[config.mk]
export PLATFORM = sky130hd
export DESIGN_NAME = rx_tagged_fifo
export DESIGN_NICKNAME = d
export VERILOG_FILES = /design/src/rtl/rx_tagged_fifo_pkg.sv /design/src/rtl/rx_tagged_fifo_dp.sv /design/src/rtl/rx_break_detect.sv /design/src/rtl/rx_tagged_fifo_ctrl.sv /design/src/rtl/rx_tagged_fifo.sv
export SDC_FILE = /design/constraint.sdc
export NUM_CORES = 1
export LEC_CHECK = 0
export CAP_MARGIN = 20
export CORE_MARGIN = 3
export CORE_UTILIZATION = 45
export DETAILED_ROUTE_END_ITERATION = 7
export DONT_BUFFER_PORTS = 1
export PLACE_DENSITY = 0.58
export SETUP_SLACK_MARGIN = 0.3
export SYNTH_ARGS = -nofsm -noshare
export SYNTH_HDL_FRONTEND = slang
export SYNTH_SLANG_ARGS = --single-unit
[constraint.sdc]
create_clock -name clk -period 3.42 [get_ports clk]
set_input_delay 0.342 -clock clk [delete_from_list [all_inputs] [get_ports clk]]
set_output_delay 0.342 -clock clk [all_outputs]
set_load 0.005 [all_outputs]
[src/rtl/rx_tagged_fifo_pkg.sv]
package rx_tagged_fifo_pkg;

  localparam int unsigned CHAR_W = 8;

  // one stored character together with its tags
  typedef struct packed {
    logic [CHAR_W-1:0] data;
    logic              parErr;
    logic              frmErr;
    logic              brk;
  } rxEntry_t;

  // strobes from control to datapath
  typedef struct packed {
    logic     push;
    logic     pop;
    rxEntry_t wrEntry;
  } fifoStrobe_t;

  function automatic logic isTagged(input rxEntry_t e);
    return e.parErr | e.frmErr | e.brk;
  endfunction

endpackage

[src/rtl/rx_tagged_fifo_dp.sv]
module rx_tagged_fifo_dp
  import rx_tagged_fifo_pkg::*;
#(
  parameter int unsigned DEPTH = 16,
  localparam int unsigned PTR_W = (DEPTH > 1) ? $clog2(DEPTH) : 1,
  localparam int unsigned LVL_W = $clog2(DEPTH + 1)
) (
  input  logic              clk,
  input  logic              rstN,
  input  fifoStrobe_t       stb,
  output rxEntry_t          headEntry,
  output logic [LVL_W-1:0]  level
);

  rxEntry_t         store [DEPTH];
  logic [PTR_W-1:0] wrPtr;
  logic [PTR_W-1:0] rdPtr;

  function automatic logic [PTR_W-1:0] nextPtr(input logic [PTR_W-1:0] p);
    return (p == PTR_W'(DEPTH - 1)) ? '0 : p + 1'b1;
  endfunction

  always_ff @(posedge clk or negedge rstN) begin
    if (!rstN) begin
      wrPtr <= '0;
      rdPtr <= '0;
      level <= '0;
      for (int i = 0; i < DEPTH; i++) store[i] <= '0;
    end else begin
      if (stb.push) begin
        store[wrPtr] <= stb.wrEntry;
        wrPtr        <= nextPtr(wrPtr);
      end
      if (stb.pop) rdPtr <= nextPtr(rdPtr);
      case ({stb.push, stb.pop})
        2'b10:   level <= level + 1'b1;
        2'b01:   level <= level - 1'b1;
        default: level <= level;
      endcase
    end
  end

  assign headEntry = store[rdPtr];

  AST_NO_OVERFLOW: assert property (@(posedge clk) disable iff (!rstN)
    level <= LVL_W'(DEPTH));

  AST_NO_EMPTY_POP: assert property (@(posedge clk) disable iff (!rstN)
    stb.pop |-> level != '0);

  AST_POP_DECR: assert property (@(posedge clk) disable iff (!rstN)
    stb.pop && !stb.push |=> level == $past(level) - 1'b1);

  AST_BREAK_ZERO: assert property (@(posedge clk) disable iff (!rstN)
    stb.push && stb.wrEntry.brk |-> stb.wrEntry.data == '0);

endmodule

[src/rtl/rx_break_detect.sv]
module rx_break_detect
  import rx_tagged_fifo_pkg::*;
#(
  localparam int unsigned MAX_FRAME = 1 + CHAR_W + 1 + 2,
  localparam int unsigned CNT_W     = $clog2(MAX_FRAME + 2)
) (
  input  logic       clk,
  input  logic       rstN,
  input  logic       bitTick,
  input  logic       rxLine,
  input  logic [1:0] cfgDataBits,
  input  logic       cfgParityEn,
  input  logic       cfgStopTwo,
  output logic       brkPulse,
  output logic       brkLock
);

  logic [CNT_W-1:0] lowCnt;
  logic [CNT_W-1:0] frameBits;

  // start + data + parity + stop
  assign frameBits = CNT_W'(1) + CNT_W'(5) + CNT_W'(cfgDataBits)
                   + CNT_W'(cfgParityEn) + CNT_W'(1) + CNT_W'(cfgStopTwo);

  // fires on the sample that makes the low run one longer than a frame
  assign brkPulse = bitTick && !rxLine && !brkLock && (lowCnt == frameBits);

  always_ff @(posedge clk or negedge rstN) begin
    if (!rstN) begin
      lowCnt  <= '0;
      brkLock <= 1'b0;
    end else if (bitTick) begin
      if (rxLine) begin
        lowCnt  <= '0;
        brkLock <= 1'b0;
      end else begin
        if (lowCnt != '1) lowCnt <= lowCnt + 1'b1;
        if (brkPulse) brkLock <= 1'b1;
      end
    end
  end

  AST_SINGLE_BREAK: assert property (@(posedge clk) disable iff (!rstN)
    brkPulse |=> !brkPulse);

  AST_LOCK_AFTER_BREAK: assert property (@(posedge clk) disable iff (!rstN)
    brkPulse |=> brkLock);

endmodule

[src/rtl/rx_tagged_fifo_ctrl.sv]
module rx_tagged_fifo_ctrl
  import rx_tagged_fifo_pkg::*;
#(
  parameter int unsigned DEPTH = 16,
  localparam int unsigned LVL_W = $clog2(DEPTH + 1)
) (
  input  logic              clk,
  input  logic              rstN,
  input  logic              fifoModeEn,
  input  logic              wrValid,
  input  logic [CHAR_W-1:0] wrData,
  input  logic              wrParErr,
  input  logic              wrFrmErr,
  input  logic              rdPop,
  input  logic              statusRead,
  input  logic              brkPulse,
  input  logic              brkLock,
  input  logic              headParTag,
  input  logic              headFrmTag,
  input  logic              headBrkTag,
  input  logic [LVL_W-1:0]  level,
  output fifoStrobe_t       stb,
  output logic              dataReady,
  output logic              headParErr,
  output logic              headFrmErr,
  output logic              headBrk,
  output logic              fifoErrFlag,
  output logic              overrunPulse
);

  logic             full;
  logic             wantPush;
  logic             popOk;
  logic             accept;
  logic             headTagged;
  logic             headSeen;
  logic [LVL_W-1:0] tagCnt;
  logic [LVL_W-1:0] tagsPending;

  assign dataReady  = (level != '0);
  assign full       = fifoModeEn ? (level == LVL_W'(DEPTH)) : dataReady;
  assign wantPush   = brkPulse || (wrValid && !brkLock);
  assign popOk      = rdPop && dataReady;
  assign accept     = wantPush && (!full || popOk);
  assign headTagged = headParTag || headFrmTag || headBrkTag;

  always_comb begin
    stb.push = accept;
    stb.pop  = popOk;
    if (brkPulse) begin
      stb.wrEntry = '{data: '0, parErr: 1'b0, frmErr: 1'b0, brk: 1'b1};
    end else begin
      stb.wrEntry = '{data: wrData, parErr: wrParErr, frmErr: wrFrmErr, brk: 1'b0};
    end
  end

  always_ff @(posedge clk or negedge rstN) begin
    if (!rstN) begin
      tagCnt       <= '0;
      headSeen     <= 1'b0;
      overrunPulse <= 1'b0;
    end else begin
      overrunPulse <= wantPush && !accept;
      tagCnt <= tagCnt + LVL_W'(accept && isTagged(stb.wrEntry))
                       - LVL_W'(popOk && headTagged);
      if (popOk)                         headSeen <= 1'b0;
      else if (statusRead && dataReady)  headSeen <= 1'b1;
    end
  end

  // tagged entries not yet covered by a status read
  assign tagsPending = tagCnt - LVL_W'(headTagged && headSeen && dataReady);

  assign headParErr  = dataReady && !headSeen && headParTag;
  assign headFrmErr  = dataReady && !headSeen && headFrmTag;
  assign headBrk     = dataReady && !headSeen && headBrkTag;
  assign fifoErrFlag = fifoModeEn && (tagsPending != '0);

  AST_TAGS_WITHIN_LEVEL: assert property (@(posedge clk) disable iff (!rstN)
    tagCnt <= level);

  AST_OVERRUN_WHEN_OCCUPIED: assert property (@(posedge clk) disable iff (!rstN)
    overrunPulse |-> $past(level) != '0);

  AST_OVERRUN_ONE_CYCLE: assert property (@(posedge clk) disable iff (!rstN)
    overrunPulse && !wantPush |=> !overrunPulse);

endmodule

[src/rtl/rx_tagged_fifo.sv]
module rx_tagged_fifo
  import rx_tagged_fifo_pkg::*;
#(
  parameter int unsigned DEPTH = 16,
  localparam int unsigned LVL_W = $clog2(DEPTH + 1)
) (
  input  logic              clk,
  input  logic              rstN,
  input  logic              fifoModeEn,
  input  logic [1:0]        cfgDataBits,
  input  logic              cfgParityEn,
  input  logic              cfgStopTwo,
  input  logic              bitTick,
  input  logic              rxLine,
  input  logic              wrValid,
  input  logic [CHAR_W-1:0] wrData,
  input  logic              wrParErr,
  input  logic              wrFrmErr,
  input  logic              rdPop,
  input  logic              statusRead,
  output logic [CHAR_W-1:0] rdData,
  output logic              dataReady,
  output logic              headParErr,
  output logic              headFrmErr,
  output logic              headBrk,
  output logic              fifoErrFlag,
  output logic              overrunPulse
);

  fifoStrobe_t      stb;
  rxEntry_t         headEntry;
  logic [LVL_W-1:0] level;
  logic             brkPulse;
  logic             brkLock;

  rx_break_detect uBrk (
    .clk         (clk),
    .rstN        (rstN),
    .bitTick     (bitTick),
    .rxLine      (rxLine),
    .cfgDataBits (cfgDataBits),
    .cfgParityEn (cfgParityEn),
    .cfgStopTwo  (cfgStopTwo),
    .brkPulse    (brkPulse),
    .brkLock     (brkLock)
  );

  rx_tagged_fifo_ctrl #(.DEPTH(DEPTH)) uCtrl (
    .clk          (clk),
    .rstN         (rstN),
    .fifoModeEn   (fifoModeEn),
    .wrValid      (wrValid),
    .wrData       (wrData),
    .wrParErr     (wrParErr),
    .wrFrmErr     (wrFrmErr),
    .rdPop        (rdPop),
    .statusRead   (statusRead),
    .brkPulse     (brkPulse),
    .brkLock      (brkLock),
    .headParTag   (headEntry.parErr),
    .headFrmTag   (headEntry.frmErr),
    .headBrkTag   (headEntry.brk),
    .level        (level),
    .stb          (stb),
    .dataReady    (dataReady),
    .headParErr   (headParErr),
    .headFrmErr   (headFrmErr),
    .headBrk      (headBrk),
    .fifoErrFlag  (fifoErrFlag),
    .overrunPulse (overrunPulse)
  );

  rx_tagged_fifo_dp #(.DEPTH(DEPTH)) uDp (
    .clk       (clk),
    .rstN      (rstN),
    .stb       (stb),
    .headEntry (headEntry),
    .level     (level)
  );

  assign rdData = headEntry.data;

  AST_COMPAT_FLAG_LOW: assert property (@(posedge clk) disable iff (!rstN)
    !fifoModeEn |-> !fifoErrFlag);

  AST_COMPAT_ONE_SLOT: assert property (@(posedge clk) disable iff (!rstN)
    !fifoModeEn |-> level <= LVL_W'(1));

endmodule

# == Word level (Yosys, flattened, before mapping) ==
# Cells that the tools add are included.
# word_totals
register_bits,201
inputBits,22
output_inout_bits,14
wordCells,150
# op_classes
n_addsub,12
n_lt_le_gt_ge,3
n_eq_ne,7
n_mux,17
bitwise_logic,4
n_reduce_logical,35
# op_table
cell,n
$bwmux 176,1
$bmux 11 s4,1
$demux 11 s4,1
$mux 11,4
$logic_and 1x1->1,18
$add 4x1->4 const B,4
$mux 4,4
$ge 5x5->1 const B,2
$not 4->5,2
$pmux 5 s2,1
$reduce_bool 5->1,2
$sub 5x1->5,2
$add 4x1->4,2
$eq 4x4->1 const B,2
$reduce_bool 2->1,4
$add 5x1->5,1
$add 5x1->5 const B,1
$eq 5x5->1 const B,1
$logic_not 1->1,5
$lt 5x1->1 const B,1
$mux 1,5
$sub 5x1->5 const B,1
$add 3x2->4 const A,1
$eq 4x4->1,1
6 further kinds,11

# == Depth between registers and ports, before layout ==
# depth
ltp_word,12
depth_mapped,21
depth_no_buf,20

# == By module ==
# A second synthesis with hierarchy kept.
# hier_totals
hier_cells,692
hier_area_um2,9806.9
# modules_own_cells
mod,n_inst,cells_per_inst,area_each_um2,seq_area_each_um2
rx_tagged_fifo_dp,1,574,8707.1,4729.5
rx_tagged_fifo_ctrl,1,74,686.9,175.2
rx_break_detect,1,44,412.9,125.1

# == Least setup slack after synthesis ==
# OpenSTA, ideal clock, no wires.
# synth_timing
path_type,input to register
start,in cfgDataBits[0]
end,reg uDp.level[4]
setup_ps,125
arrival_time_ps,3607
t_required_ps,3295
setup_slack_ps,-312
stages,20
n_path_buf,1
path_cell_list,inv_1 -> ha_1 -> inv_1 -> ha_1 -> inv_1 -> fa_1 -> xnor2_1 -> or4_4 -> o2bb2ai_1 -> buf_2 -> nand2_1 -> ha_1 -> inv_1 -> fa_1 -> inv_1 -> a21o_1 -> a21oi_1 -> xnor2_1 -> nor2_1 -> xor2_1
# synth_between
elab_chain_cells,10
elab_cells_between_ends,12
cone_classes,add/sub: 4; eq/ne: 3; mux: 1; reduce/logical: 4
# synth_lines
item,line_no,source
"start, declared",rx_tagged_fifo.sv:10,"input logic [1:0] cfgDataBits,"
$add 3x2->4 (*),rx_break_detect.sv:22,assign frameBits = CNT_W'(1) + CNT_W'(5) + CNT_W'(cfgDataBits)
$add 4x1->4 (*) (3 in a row),rx_break_detect.sv:23,+ CNT_W'(cfgParityEn) + CNT_W'(1) + CNT_W'(cfgStopTwo);
$eq 4x4->1 (*),rx_break_detect.sv:26,assign brkPulse = bitTick && !rxLine && !brkLock && (lowCnt == frameBits);
$logic_and 1x1->1 (*),rx_break_detect.sv:26,
$logic_or 1x1->1 (*),rx_tagged_fifo_ctrl.sv:42,assign wantPush = brkPulse || (wrValid && !brkLock);
$logic_and 1x1->1 (*),rx_tagged_fifo_ctrl.sv:44,assign accept = wantPush && (!full || popOk);
$eq 2x1->1 or $eq 2x2->1 (tied branches),rx_tagged_fifo_dp.sv:35,"case ({stb.push, stb.pop})"
$pmux 5 s2 or $reduce_bool 2->1 (tied branches),--,
"end signal, assigned",rx_tagged_fifo_dp.sv:36,2'b10: level <= level + 1'b1;
"end signal, assigned",rx_tagged_fifo_dp.sv:37,2'b01: level <= level - 1'b1;
"end signal, assigned",rx_tagged_fifo_dp.sv:38,default: level <= level;
"end, declared",rx_tagged_fifo_dp.sv:12,output logic [LVL_W-1:0] level
# Every way passes the cells marked *; elsewhere a longest branch is shown, timed or not.
# A chain may end at the register's enable or synchronous reset.

# == Worst setup path in the final report ==
# layout_timing
start,reg uDp.rdPtr[1]
end,out fifoErrFlag
# layout_between
elab_chain_cells,11
# layout_lines
item,line_no,source
"start, declared",rx_tagged_fifo_dp.sv:17,logic [PTR_W-1:0] rdPtr;
"start signal, assigned",rx_tagged_fifo_dp.sv:34,if (stb.pop) rdPtr <= nextPtr(rdPtr);
$not 4->5 (implied by the code) (*),rx_tagged_fifo_dp.sv:43,assign headEntry = store[rdPtr];
$bmux 11 s4 (*),rx_tagged_fifo_dp.sv:43,
$mux 11 (implied by the code) (*) (2 in a row),rx_tagged_fifo_dp.sv:43,
$logic_or 1x1->1,rx_tagged_fifo_ctrl.sv:45,assign headTagged = headParTag || headFrmTag || headBrkTag;
$logic_or 1x1->1 (*),rx_tagged_fifo_ctrl.sv:45,
$logic_and 1x1->1 (*) (2 in a row),rx_tagged_fifo_ctrl.sv:72,assign tagsPending = tagCnt - LVL_W'(headTagged && headSeen && dataReady);
$sub 5x1->5 (*),rx_tagged_fifo_ctrl.sv:72,
$reduce_bool 5->1 (*),rx_tagged_fifo_ctrl.sv:77,assign fifoErrFlag = fifoModeEn && (tagsPending != '0);
$logic_and 1x1->1 (*),rx_tagged_fifo_ctrl.sv:77,
"end, declared",rx_tagged_fifo.sv:26,"output logic fifoErrFlag,"
# Every way passes the cells marked *; elsewhere a longest branch is shown, timed or not. The select of a mux whose other input is x is not followed.

==> flow_summary.yaml <==
worst_setup_path:
  crit_path_max_fanout: 6
  cp_data_required_time_ns: 3.08
  startpoint_type: "flip-flop"
  r2r_slack_ns: 0.07
  cp.arrival_ns: 3.04
  worstSetupEndpointType: "output pin"
  critPathKind: "flip-flop to output pin"
global_routing:
  antenna_found_initial: 0
  grt_pass1_vias: 7039
  grt_busiest_layer: "met2"
  grt_overflow_total: 0
  met2_usage: 0.376
  grt_pass1_wl_mm: 43.2
  grt_start_max_net_pins: 202
  met1_usage: 0.322
  track_usage: 0.239
  met3_usage: 0.0531
floorplan:
  rows: 52
  design.core.area_um2: 20600
  boundaryPins: 36
  dieHeight_um: 152
  start_util: 0.468
  die_w_um: 152
  die_area_um2: 23200
clocking:
  cts_made_buffers: 23
  cts_root_buf: "clkbuf_16"
  path_clk_slew_ns: 0.06
  clock_sinks: 201
  cts_max_level: 1
  clock_latency_ns: 0.51
  hold_buffers: 13
  cts_max_path_buffers: 3
  cts_tree: "done"
yosys:
  synth.most_common_cell: "dfrtp_1"
  synth_top_cell_by_area: "dfrtp_1"
  synth_top_area_frac: 0.522
  synth_area_per_cell_um2: 13.7
  synth_seq_cells: 201
  ys_top_cells_by_area: "dfrtp_1 (52%), o2bb2ai_1 (14%), mux4_2 (12%)"
  dominantRegCellSynth: "dfrtp_1"
  synth_common_cells: "dfrtp_1 (201), o2bb2ai_1 (156), mux4_2 (52), nand2_1 (30), clkbuf_1 (28)"
  syn_inst: 704
  syn_area_um2: 9640
  synth_cell_types: 45
  synth_edf_count: 0
  ys_warn_count: 0
  synthArstFlopShare: 1.00
  syn-num-nets: 750
  ys_seq_area_frac: 0.522
power_and_ir_drop:
  pwr-share-comb: 0.409
  vdd_drop_max_uv: 451
  p_sw_mw: 3.71
  power.density_nw_per_um2: 984
  seq_power_share: 0.369
  pwr-share-clk: 0.222
  internal-power_mw: 7.26
  swShare: 0.338
  p_leak_nw: 4.65
timing:
  whs_ns: -0.471
  setup_viol: 0
  fin_worst_skew_ns: 0.0172
  worst_slew_pin_slew_ns: 0.755
  fin_crit_sh: 0.990
  relSlewSlack: 0.495
  max_freq_ghz: 0.295
  hold_violations: 201
  drv_slew: 0
  fin_crit_ns: 3.38
  rsz0062_at_grt: "yes"
min_path:
  min-delay-path-class: "input port to asynchronous set/reset pin"
finish:
  final_nets: 775
  antenna_cells: 0
  utilization: 0.541
  area_growth_pct: 15.6
  layout-drive-gt1-share: 0.282
  stdcell_count: 1012
  fillers: 1692
detailed_routing:
  drt-initial-drc-count: 509
  drt_pre_antenna_iters: 5
  vias_per_cell: 6.42
  vias: 6495
  ant_nets: 0
  routed_wl_mm: 27.5
  routedWlPerCell_um: 27.1
  drc_errors: 0
run_status:
  violations: "hold timing"
  status: "complete, but fails checks"
job:
  maxCapViolCount: 0
placed_design:
  portBuffers: 0
  dp_cells: 950
  place_congestion: 0.817
  hpwl_mm: 17.4
critical path, stage by stage (launching register included):
cell      delay, ns
dfrtp_2        0.45
buf_12         0.14
mux4_2         0.50
nand2_2        0.09
a21oi_2        0.06
a311oi_2       0.34
and3_4         0.26
buf_6          0.10
nor2_4         0.03
ha_4           0.16
nor4_4         0.12
a31oi_1        0.08
o21a_1         0.20
layout by cell type (no fill, tap or decap), drive strengths merged, types with 4 or more instances in the layout:
| cell type | synthesis | layout |
|---|---|---|
| a21o | 4 | 4 |
| a21oi | 13 | 13 |
| a22o | 11 | 11 |
| buf | 41 | 56 |
| clkbuf | 28 | 36 |
| dfrtp | 201 | 201 |
| dlygate4sd3 | 0 | 13 |
| ha | 21 | 21 |
| inv | 21 | 21 |
| mux2 | 6 | 6 |
| mux4 | 52 | 52 |
| nand2 | 41 | 41 |
| nand3 | 8 | 8 |
| nand4 | 14 | 14 |
| nor2 | 15 | 15 |
| nor2b | 6 | 6 |
| nor3 | 4 | 4 |
| o21ai | 8 | 8 |
| o2bb2ai | 168 | 168 |
| xnor2 | 9 | 9 |
| xor2 | 7 | 7 |
flip-flops by register name, indices dropped and copies added (netlist names):
register and flops:
uDp.rdPtr 4, uCtrl.tagCnt 5, uBrk.lowCnt 4, uCtrl.headSeen 1
uDp.wrPtr 4, uDp.level 5, uCtrl.overrunPulse 1, uDp.store 176
uBrk.brkLock 1
final cells by class:
class                           count  area (um2)  area share
Clock inverter                      2        35.0     0.00314
Timing Repair Buffer               69         591      0.0530
Inverter                           21        96.3     0.00864
Sequential cell                   201        5030       0.451
Tap cell                          270         338      0.0303
Clock buffer                       36         714      0.0641
Multi-Input combinational cell    413        4340       0.390
worst paths after layout:
check / startpoint / to / cells past startpoint
max in group asynchronous: rstN / uDp.rdPtr[1] / 0
setup / recovery: uDp.rdPtr[1] / fifoErrFlag / 12
setup reg to reg: uDp.rdPtr[1] / uCtrl.tagCnt[4] / 16
min in group clk: rxLine / uBrk.brkLock / 2
hold / removal: rstN / uBrk.lowCnt[2] / 0
hold reg to reg: uDp.store[50] / uDp.store[50] / 1
metrics by stage:
step	setup TNS [ns]	hold WS, ns	instance area (um2)	total power [mW]	worst slack, ns
floorplan	0	0.0464	9780	6.94	0.0449
global placement	-0.0133	0.0542	10100	7.99	-0.0133
detailed placement	-0.106	0.0539	10100	8.13	-0.0687
CTS	0	-0.482	11100	10.9	0.0776
global route	-0.198	-0.488	11100	11.6	-0.101
finish	0	-0.471	11100	11.0	0.0354
kinds of logic after synthesis:
logic type      Yosys count  share of synthesized area
compound gates          214                      0.193
flops                   201                      0.522
simple gates             98                     0.0576
buf+inv                  90                     0.0480
mux                      61                      0.132
fa+ha+maj                24                     0.0335
xor+xnor                 16                     0.0145
layer usage:
layer,up-vias,part of all wire,routed length (um)
met2,278,0.47,12900
met4,0,0.050,1370
met1,3372,0.41,11200
met5,-,0,0
li1,2766,-,-
met3,79,0.072,1970
power groups by stage:
stage / Combinational [mW] / Sequential (mW) / Clock (mW)
after floorplan: 3.18 / 3.76 / 0
after global placement: 3.98 / 4.01 / 0
after detailed placement: 4.09 / 4.05 / 0
after CTS: 4.38 / 4.02 / 2.49
after global routing: 4.83 / 4.15 / 2.61
final: 4.49 / 4.05 / 2.44
repair_timing:
action / CTS / global route
resized for setup: 14 / 10
setup buffers: 9 / 2
endpoints found under the hold margin: 214 / 201
setup endpoints to repair: 5 / 14
pin swaps: 8 / 10
cloned: 0 / 0
Note: power is estimated with default switching activity, not from simulation.
